`config.mk`:
```
export PLATFORM = sky130hd
export DESIGN_NAME = restart_irq_ctrl
export DESIGN_NICKNAME = d
export VERILOG_FILES = /design/src/rtl/rirq_pkg.sv /design/src/rtl/rirq_edge_latch.sv /design/src/rtl/rirq_enable_reg.sv /design/src/rtl/rirq_arbiter.sv /design/src/rtl/restart_irq_ctrl.sv
export SDC_FILE = /design/constraint.sdc
export NUM_CORES = 1
export LEC_CHECK = 0
export BUFFER_PORTS_ARGS = -buffer_cell sky130_fd_sc_hd__buf_2
export CORE_MARGIN = 4
export CORE_UTILIZATION = 43
export CTS_CLUSTER_SIZE = 8
export DETAILED_ROUTE_END_ITERATION = 8
export GPL_TIMING_DRIVEN = 0
export PLACE_DENSITY_LB_ADDON = 0.05
export SLEW_MARGIN = 10
export SYNTH_ARGS = -nofsm -noshare
export SYNTH_HDL_FRONTEND = slang
export SYNTH_HIERARCHICAL = 1
export SYNTH_SLANG_ARGS = --single-unit
```
`constraint.sdc`:
```
create_clock -name clk -period 1.5 [get_ports clk]
set_input_delay 0.15 -clock clk [delete_from_list [all_inputs] [get_ports clk]]
set_output_delay 0.15 -clock clk [all_outputs]
set_load 0.005 [all_outputs]
```
`src/rtl/rirq_pkg.sv`:
```
package rirq_pkg;

    localparam int NUM_RST = 3;
    localparam int VEC_W   = 16;
    localparam int STAT_W  = NUM_RST + 2;

    typedef enum logic [2:0] {
        SRC_NONE = 3'd0,
        SRC_GEN  = 3'd1,
        SRC_R5   = 3'd2,
        SRC_R6   = 3'd3,
        SRC_R7   = 3'd4,
        SRC_NMI  = 3'd5
    } src_e;

    typedef struct packed {
        logic nmi;
        logic r7;
        logic r6;
        logic r5;
        logic gen;
    } req_s;

    typedef struct packed {
        logic             take;
        src_e             src;
        logic [VEC_W-1:0] vec;
        logic             gen_ack;
    } grant_s;

    function automatic src_e pick_src(req_s e);
        src_e s;
        if (e.nmi)      s = SRC_NMI;
        else if (e.r7)  s = SRC_R7;
        else if (e.r6)  s = SRC_R6;
        else if (e.r5)  s = SRC_R5;
        else if (e.gen) s = SRC_GEN;
        else            s = SRC_NONE;
        return s;
    endfunction

    // Restart slot n lands at 8*n + 4; the slots are 4..7
    function automatic logic [VEC_W-1:0] vec_of(src_e s);
        logic [2:0] slot;
        logic       has;
        has  = 1'b1;
        slot = 3'd0;
        case (s)
            SRC_NMI: slot = 3'd4;
            SRC_R5:  slot = 3'd5;
            SRC_R6:  slot = 3'd6;
            SRC_R7:  slot = 3'd7;
            default: has  = 1'b0;
        endcase
        return has ? VEC_W'({slot, 3'b100}) : '0;
    endfunction

endpackage

```
`src/rtl/rirq_edge_latch.sv`:
```
module rirq_edge_latch #(
    parameter bit NEED_LEVEL = 1'b0
) (
    input  logic clk,
    input  logic rst,
    input  logic in_i,
    input  logic clr_i,
    output logic lat_o
);
    logic prev_q;
    logic rise;

    assign rise = in_i & ~prev_q;

    always_ff @(posedge clk) begin
        if (rst) prev_q <= 1'b0;
        else     prev_q <= in_i;
    end

    generate
        if (NEED_LEVEL) begin : g_level
            always_ff @(posedge clk) begin
                if (rst) lat_o <= 1'b0;
                else     lat_o <= ((lat_o & ~clr_i) | rise) & in_i;
            end


            level_held_chk: assert property (@(posedge clk) disable iff (rst)
                lat_o |-> $past(in_i));
        end else begin : g_sticky
            always_ff @(posedge clk) begin
                if (rst) lat_o <= 1'b0;
                else     lat_o <= (lat_o & ~clr_i) | rise;
            end


            sticky_hold_chk: assert property (@(posedge clk) disable iff (rst)
                (lat_o && !clr_i) |=> lat_o);
        end
    endgenerate


    edge_capture_chk: assert property (@(posedge clk) disable iff (rst)
        (in_i && !prev_q) |=> lat_o);

endmodule

```
`src/rtl/rirq_enable_reg.sv`:
```
module rirq_enable_reg
    import rirq_pkg::*;
(
    input  logic               clk,
    input  logic               rst,
    input  logic               ie_set_i,
    input  logic               ie_clr_i,
    input  logic               accept_i,
    input  logic               mask_wr_i,
    input  logic [NUM_RST-1:0] mask_i,
    output logic               ie_o,
    output logic [NUM_RST-1:0] mask_o
);
    always_ff @(posedge clk) begin
        if (rst) begin
            ie_o   <= 1'b0;
            mask_o <= '1;
        end else begin
            if (accept_i)      ie_o <= 1'b0;
            else if (ie_clr_i) ie_o <= 1'b0;
            else if (ie_set_i) ie_o <= 1'b1;
            if (mask_wr_i) mask_o <= mask_i;
        end
    end


    accept_clears_ie_chk: assert property (@(posedge clk) disable iff (rst)
        accept_i |=> !ie_o);


    clear_beats_set_chk: assert property (@(posedge clk) disable iff (rst)
        (ie_clr_i && ie_set_i) |=> !ie_o);

endmodule

```
`src/rtl/rirq_arbiter.sv`:
```
module rirq_arbiter
    import rirq_pkg::*;
(
    input  logic               clk,
    input  logic               rst,
    input  logic               boundary_i,
    input  logic               ie_i,
    input  logic [NUM_RST-1:0] mask_i,
    input  req_s               raw_i,
    output logic               pending_o,
    output src_e               win_o,
    output grant_s             grant_o
);
    req_s elig;

    always_comb begin
        elig.nmi = raw_i.nmi;
        elig.r7  = raw_i.r7  & ie_i & ~mask_i[2];
        elig.r6  = raw_i.r6  & ie_i & ~mask_i[1];
        elig.r5  = raw_i.r5  & ie_i & ~mask_i[0];
        elig.gen = raw_i.gen & ie_i;
        win_o     = pick_src(elig);
        pending_o = (win_o != SRC_NONE);
    end

    always_ff @(posedge clk) begin
        if (rst) begin
            grant_o <= '0;
        end else if (boundary_i && pending_o) begin
            grant_o.take    <= 1'b1;
            grant_o.src     <= win_o;
            grant_o.vec     <= vec_of(win_o);
            grant_o.gen_ack <= (win_o == SRC_GEN);
        end else begin
            grant_o <= '0;
        end
    end


    grant_needs_boundary_chk: assert property (@(posedge clk) disable iff (rst)
        grant_o.take |-> $past(boundary_i && pending_o));


    take_has_source_chk: assert property (@(posedge clk) disable iff (rst)
        grant_o.take == (grant_o.src != SRC_NONE));


    gen_ack_only_general_chk: assert property (@(posedge clk) disable iff (rst)
        grant_o.gen_ack |-> (grant_o.take && grant_o.src == SRC_GEN));

endmodule

```
`src/rtl/restart_irq_ctrl.sv`:
```
module restart_irq_ctrl
    import rirq_pkg::*;
(
    input  logic               clk,
    input  logic               rst,
    input  logic               boundary_i,
    input  logic               nmi_i,
    input  logic               rs7_i,
    input  logic               rs6_i,
    input  logic               rs5_i,
    input  logic               gen_req_i,
    input  logic               ie_set_i,
    input  logic               ie_clr_i,
    input  logic               mask_wr_i,
    input  logic [NUM_RST-1:0] mask_i,
    output logic               pending_o,
    output logic               take_o,
    output logic [2:0]         src_o,
    output logic [VEC_W-1:0]   vector_o,
    output logic               gen_ack_o,
    output logic               ie_o,
    output logic [STAT_W-1:0]  pend_o
);
    logic               nmi_lat, r7_lat;
    logic               accept;
    logic [NUM_RST-1:0] mask_q;
    src_e               win;
    grant_s             grant;
    req_s               raw;

    assign accept = boundary_i & pending_o;

    rirq_edge_latch #(.NEED_LEVEL(1'b1)) u_nmi_lat (
        .clk   (clk),
        .rst   (rst),
        .in_i  (nmi_i),
        .clr_i (accept && win == SRC_NMI),
        .lat_o (nmi_lat)
    );

    rirq_edge_latch #(.NEED_LEVEL(1'b0)) u_r7_lat (
        .clk   (clk),
        .rst   (rst),
        .in_i  (rs7_i),
        .clr_i (accept && win == SRC_R7),
        .lat_o (r7_lat)
    );

    always_comb begin
        raw.nmi = nmi_lat;
        raw.r7  = r7_lat;
        raw.r6  = rs6_i;
        raw.r5  = rs5_i;
        raw.gen = gen_req_i;
    end

    rirq_enable_reg u_en (
        .clk       (clk),
        .rst       (rst),
        .ie_set_i  (ie_set_i),
        .ie_clr_i  (ie_clr_i),
        .accept_i  (accept),
        .mask_wr_i (mask_wr_i),
        .mask_i    (mask_i),
        .ie_o      (ie_o),
        .mask_o    (mask_q)
    );

    rirq_arbiter u_arb (
        .clk        (clk),
        .rst        (rst),
        .boundary_i (boundary_i),
        .ie_i       (ie_o),
        .mask_i     (mask_q),
        .raw_i      (raw),
        .pending_o  (pending_o),
        .win_o      (win),
        .grant_o    (grant)
    );

    assign take_o    = grant.take;
    assign src_o     = grant.src;
    assign vector_o  = grant.vec;
    assign gen_ack_o = grant.gen_ack;
    assign pend_o    = raw;


    nmi_always_wins_chk: assert property (@(posedge clk) disable iff (rst)
        (boundary_i && nmi_lat) |=> (take_o && src_o == SRC_NMI));


    masked_r6_never_wins_chk: assert property (@(posedge clk) disable iff (rst)
        (take_o && src_o == SRC_R6) |-> !$past(mask_q[1]));


    masked_r7_never_wins_chk: assert property (@(posedge clk) disable iff (rst)
        (take_o && src_o == SRC_R7) |-> !$past(mask_q[2]));


    grant_leaves_ie_low_chk: assert property (@(posedge clk) disable iff (rst)
        take_o |-> !ie_o);


    reset_idle_chk: assert property (@(posedge clk) disable iff (rst)
        $past(rst) |-> (!take_o && !ie_o && mask_q == '1));


    r7_vector_chk: assert property (@(posedge clk) disable iff (rst)
        (take_o && src_o == SRC_R7) |-> vector_o == 16'h003C);

endmodule

```
-- After elaboration in Yosys (flattened, before gate mapping)
Cells that the tools add are included.
Widths: inputs -> output; s select.
- bits in registers: 29
- input port bits: 14
- equality and inequality tests: 5
- mux-type cells: 11
- bitwise gates (word level): 24
- reduce and logical (&&, ||, !) cells: 8
- operator list (cell ; number):
    $mux 21 ; 1
    $and 1x1->1 ; 13
    $mux 3 ; 4
    $pmux 3 s4 ; 1
    $not 1->1 ; 9
    $eq 3x2->1 const B ; 2
    $eq 3x3->1 const B ; 2
    $mux 6 ; 1
    $reduce_or 3->1 ; 2
    $mux 1 ; 4
    $reduce_or 4->1 ; 1
    $eq 3x1->1 const B ; 1
    $logic_and 1x1->1 ; 3
    $reduce_bool 3->1 ; 1
    $or 1x1->1 ; 2
    $reduce_or 2->1 ; 1

-- Logic depth before layout (Yosys ltp)
- depth in word-level cells: 13
- mapped depth: 8

-- Cells and area by module
Netlist, hierarchy kept.
- modules (own cells, without submodules) (module ; instances ; cells an instance ; area an instance (um2)):
    rirq_arbiter ; 1 ; 52 ; 465.4
    rirq_enable_reg ; 1 ; 12 ; 135.1
    rirq_edge_latch at u_r7_lat ; 1 ; 6 ; 75.1
    restart_irq_ctrl ; 1 ; 9 ; 67.6
    rirq_edge_latch at u_nmi_lat ; 1 ; 5 ; 62.6

-- Worst setup path before layout
Ideal clock, no wire load.
- path type: reg-to-reg
- start point: register u_en.mask_o[0]
- end point: register u_r7_lat.lat_o
- library setup time: 0.114 ns
- data arrival time: 1.332 ns
- required time: 1.386 ns
- path slack: 0.054 ns
- cell stages (with the launch flop): 8
- period minus slack after synthesis: 1.446 ns
- path through: dfxtp_1 > and2b_1 > nor2_1 > a31oi_1 > and2_4 > and3b_1 > nand2b_4 > a21oi_2
- cells in the longest elaborated chain, start to end: 12
- elaborated cells between the ends (all ways): 13
- classes of those cells: eq/ne: 1; mux: 4; bitwise: 6; reduce/logical: 2
- ends and longest elaborated chain (item ; line ; RTL):
    from (decl) ; rirq_enable_reg.sv:12 ; output logic [NUM_RST-1:0] mask_o
    from (signal assigned) ; rirq_enable_reg.sv:22 ; if (mask_wr_i) mask_o <= mask_i;
    $not 1->1 ; rirq_arbiter.sv:20 ; elig.r5 = raw_i.r5 & ie_i & ~mask_i[0];
    $and 1x1->1 ; rirq_arbiter.sv:20 ;
    $mux 3 ; rirq_pkg.sv:36 ; else if (e.r5) s = SRC_R5;
    $mux 3 ; rirq_pkg.sv:35 ; else if (e.r6) s = SRC_R6;
    $mux 3 ; rirq_pkg.sv:34 ; else if (e.r7) s = SRC_R7;
    $mux 3 ; rirq_pkg.sv:33 ; if (e.nmi) s = SRC_NMI;
    $reduce_bool 3->1 ; rirq_arbiter.sv:23 ; pending_o = (win_o != SRC_NONE);
    net pending_o ; restart_irq_ctrl.sv:16 ; output logic pending_o,
    $and 1x1->1 ; restart_irq_ctrl.sv:31 ; assign accept = boundary_i & pending_o;
    net accept ; restart_irq_ctrl.sv:25 ; logic accept;
    $logic_and 1x1->1 ; restart_irq_ctrl.sv:45 ; .clr_i (accept && win == SRC_R7),
    $not 1->1 ; rirq_edge_latch.sv:33 ; else lat_o <= (lat_o & ~clr_i) | rise;
    $and 1x1->1 ; rirq_edge_latch.sv:33 ;
    $or 1x1->1 ; rirq_edge_latch.sv:33 ;
    to (signal assigned) ; rirq_edge_latch.sv:33 ;
    to (decl) ; rirq_edge_latch.sv:8 ; output logic lat_o
The timed path passes the listed nets, and every way through them passes these cells.
A chain may end at the register's enable or synchronous reset.

-- Worst setup path after layout
- start point: register u_en.mask_o[0]
- end point: register u_r7_lat.lat_o
- cells in the longest elaborated chain, start to end: 12
- elaborated cells between the ends (all ways): 13
- classes of those cells: eq/ne: 1; mux: 4; bitwise: 6; reduce/logical: 2
- ends and longest elaborated chain (item ; line):
    $not 1->1 ; rirq_arbiter.sv:20
    $and 1x1->1 ; rirq_arbiter.sv:20
    $mux 3 ; rirq_pkg.sv:36
    $mux 3 ; rirq_pkg.sv:35
    $mux 3 ; rirq_pkg.sv:34
    $mux 3 ; rirq_pkg.sv:33
    $reduce_bool 3->1 ; rirq_arbiter.sv:23
    $and 1x1->1 ; restart_irq_ctrl.sv:31
    net accept ; restart_irq_ctrl.sv:25
    $logic_and 1x1->1 ; restart_irq_ctrl.sv:45
    $not 1->1 ; rirq_edge_latch.sv:33
    $and 1x1->1 ; rirq_edge_latch.sv:33
    $or 1x1->1 ; rirq_edge_latch.sv:33
The timed path passes the listed nets, and every way through them passes these cells.

==> metrics.md <==
| Metric | Value |
|---|---|
| Final Power | 893.3 uW |
| Avg Cell Area, Syn | 9.593 sq um |
| Layout Utilization | 65.81% |
| CTS sink cnt | 17 |
| Syn Inst Count | 84 |
| TritonCTS clock tree | yes |
| Static Leakage | around 0.00057 uW |
| Final Hold Vio Count | 0 |
| Synth Area in Simple Gates | 28.11% |
| Clk_lat worst skew | 280 ps |
| Pre-CTS setup slack | -22.94 ps |
| Req. time, crit path | 1720 ps |
| Setup violators final | 0 |
| Largest net degree at the start of global routing | 11 |
| Post-Synth XOR/XNOR Area | 0% |
| Synthesized flop and latch total | 17 |
| Worst setup EP type | flop |
| Adder-cell area share of the yosys netlist | 0% |
| Netlist cell types | 26 |
| Final instance area | between 1000 and 1500 sq um |
| Post-route ant nets | 0 |
| Total global-route track usage | 12.05% |
| Detailed Route WL | roughly 1.5 mm |
| Critical Path AT | 1650 ps |
| CTS max path bufs | 2 |
| Startpoint types | flop |
| Hold WS | 64.72 ps |
| Min-Delay Path Class | primary input to flop |
| Maximum vdd drop | 0.5953 mV |
| Root Driver | clkbuf_4 |
| Compound-Gate Fraction of Synth Area | 12.89% |
| CTS Buf Count | 3 |
| Setup CP Type | flop to flop |
| Full die area | around 2600 sq um |
| Via Count | 656 |
| Starting DRT DRC Count | 5 |
| IO Pins | 42 |
| HPWL after DPL | 1.176 mm |
| Routed WL per cell | 9.573 um |
| Clock Skews | 2.533 ps |
| Area of placed instances | 1023 sq um |
| Pwr Density | 777.7 nW/um^2 |
| Tcrit/Tclk final | 95.52% |
| Row cnt | 15 |
| H-tree depth | 1 |
| Area Overhead vs Synth | 42.55% |
| Initial antenna violation count | 0 |
| Critical Path Fanout Max | 3 |
| WP buf/inv | 0 |
| Synth Cell Area | 805.8 sq um |
| IO Port Bufs | 29 |
| Critical Path, Cell by Cell | and2b_2 > nor2_4 > a31oi_4 > and2_4 > and3b_1 > nand2b_4 > a21oi_2 |
| Clock slew at reported path FFs | approximately 90 ps |
| Syn. warnings | 6 |
| Delay-heaviest family, CP | simple AND/OR/NAND/NOR gates |
| Post-DR vias/cell | 4.178 |
| Drt drc | 0 |
| Layout cells sized above 1 | 56.06% |
| Post-synthesis mux area share | 0% |
| Die width | 51.29 um |
| Final WS setup | 67.25 ps |
| Die H | 51.29 um |
| ANT cells | 0 |
| Outcome | finished clean |
| Global-route wire length before repair | 2.366 mm |
| F_max | ~0.7 GHz |
| Critical-path top delay cell | dfxtp_2 |
| Total gr overflow | 0 |
| Crit path time final | 1433 ps |
| Pre-Repair DR Iteration Count | 4 |
| Max Slew Vio Count | 0 |
| Max incr delay on CP | 340 ps |
| Vias in the first global route | between 500 and 600 |
| GPL Wtd Cong | 0.7606 |
| Max-Cap Viols | 0 |
| Largest family of logic cells by synthesized area | simple AND/OR/NAND/NOR gates |
| Core area | around 1700 sq um |
| Starting Density | 46.16% |
| Sequential area share after synthesis | 42.24% |
| # nets final | 147 |
## stage by stage
step / TNS, ps / cells
global route: -15.97 / 157
floorplan: 0 / 95
CTS: 0 / 154
finish: 0 / 157
detailed placement: -26.25 / 149
global placement: -47.07 / 149
## cells in the final DEF, fill, tap and decap left out, types with 2 or more instances in the layout
master,n
buf_2,29
buf_4,20
dfxtp_1,13
conb_1,12
nor2_1,7
nor2b_1,5
a21oi_1,5
nand2b_1,4
dfxtp_2,4
clkbuf_4,3
a211o_1,3
nand2b_4,2
nor3_1,2
## layer usage
layer | share of wire [%] | up-vias | GRT usage, %
met5 | 0 | - | 0
met4 | 0.80 | 0 | 2.620
met3 | 8.1 | 2 | 6.122
met2 | 50 | 21 | 20.17
met1 | 41 | 279 | 13.68
li1 | - | 354 | -
## kinds of logic (layout without fill, tap and decap cells)
kind of cell	Yosys count	after routing
AO/OA/AOI/OAI	15	15
buffers and inverters	18	55
flip-flops	17	17
other	1	12
AND/OR/NAND/NOR	33	33
## state kept, by name, summed over array words and instances, names as in the netlist
register          flops
u_arb/grant_o         9
u_en/ie_o             1
u_en/mask_o           3
u_nmi_lat/lat_o       1
u_nmi_lat/prev_q      1
u_r7_lat/lat_o        1
u_r7_lat/prev_q       1
## report_power, final
part	switching, uW	internal (uW)	total (uW)
sequential	17.3	471	488
combinational	75.3	99.3	175
clock	131	99.1	230
## what timing repair did
action,in CTS,in global routing
resized for setup,6,12
buffers inserted,1,2
pin swaps,0,4
endpoints found under the setup margin,3,3
endpoints found under the hold margin,0,1
hold buffers,0,1
## worst paths after layout
path | endpoint | depth (start not counted) | slack [ps] | start
setup reg to reg | u_r7_lat/lat_o$_SDFF_PP0_ | 7 | 70 | u_en/mask_o[0]$_SDFFE_PP1P_
hold / removal | u_en/mask_o[2]$_SDFFE_PP1P_ | 2 | 60 | mask_i[2]
setup / recovery | u_r7_lat/lat_o$_SDFF_PP0_ | 7 | 70 | u_en/mask_o[0]$_SDFFE_PP1P_
hold reg to reg | u_nmi_lat/lat_o$_SDFF_PP0_ | 1 | 400 | u_nmi_lat/prev_q$_SDFF_PP0_
## synthesized netlist by cell type
library cell   n  area share [%]
nand2b_1       5             3.9
buf_4         17              16
o21ai_1        1            0.62
and2b_1        2             1.9
a21oi_2        2             2.2
a311oi_1       1             1.1
nand2_1        1            0.47
nor2b_1        6             4.7
and3b_1        1             1.1
a31oi_1        1            0.78
a21boi_1       1            0.93
a211o_1        3             3.3
conb_1         1            0.47
nor2_1         8             3.7
nor2b_2        1             1.1
nor4_1         1            0.78
nand2b_4       2             3.4
and2_4         1             1.1
and3_1         1            0.78
inv_2          1            0.47
nor3_1         2             1.2
dfxtp_1       17              42
a211oi_1       1            0.93
a21oi_1        5             3.1
or3b_4         1             1.4
nor4_4         1             2.6
## layout make-up
class	instances	area, sq um
fillers	178	596.8
multi-input cells	60	435.4
flip-flops and latches	17	345.3
repair buffers	33	177.7
plain buffers	17	127.6
well taps	25	31.28
clock buffers	3	22.52
clock inverters	1	5.005
inverters	1	3.754
(Power assumes the default switching activity.)
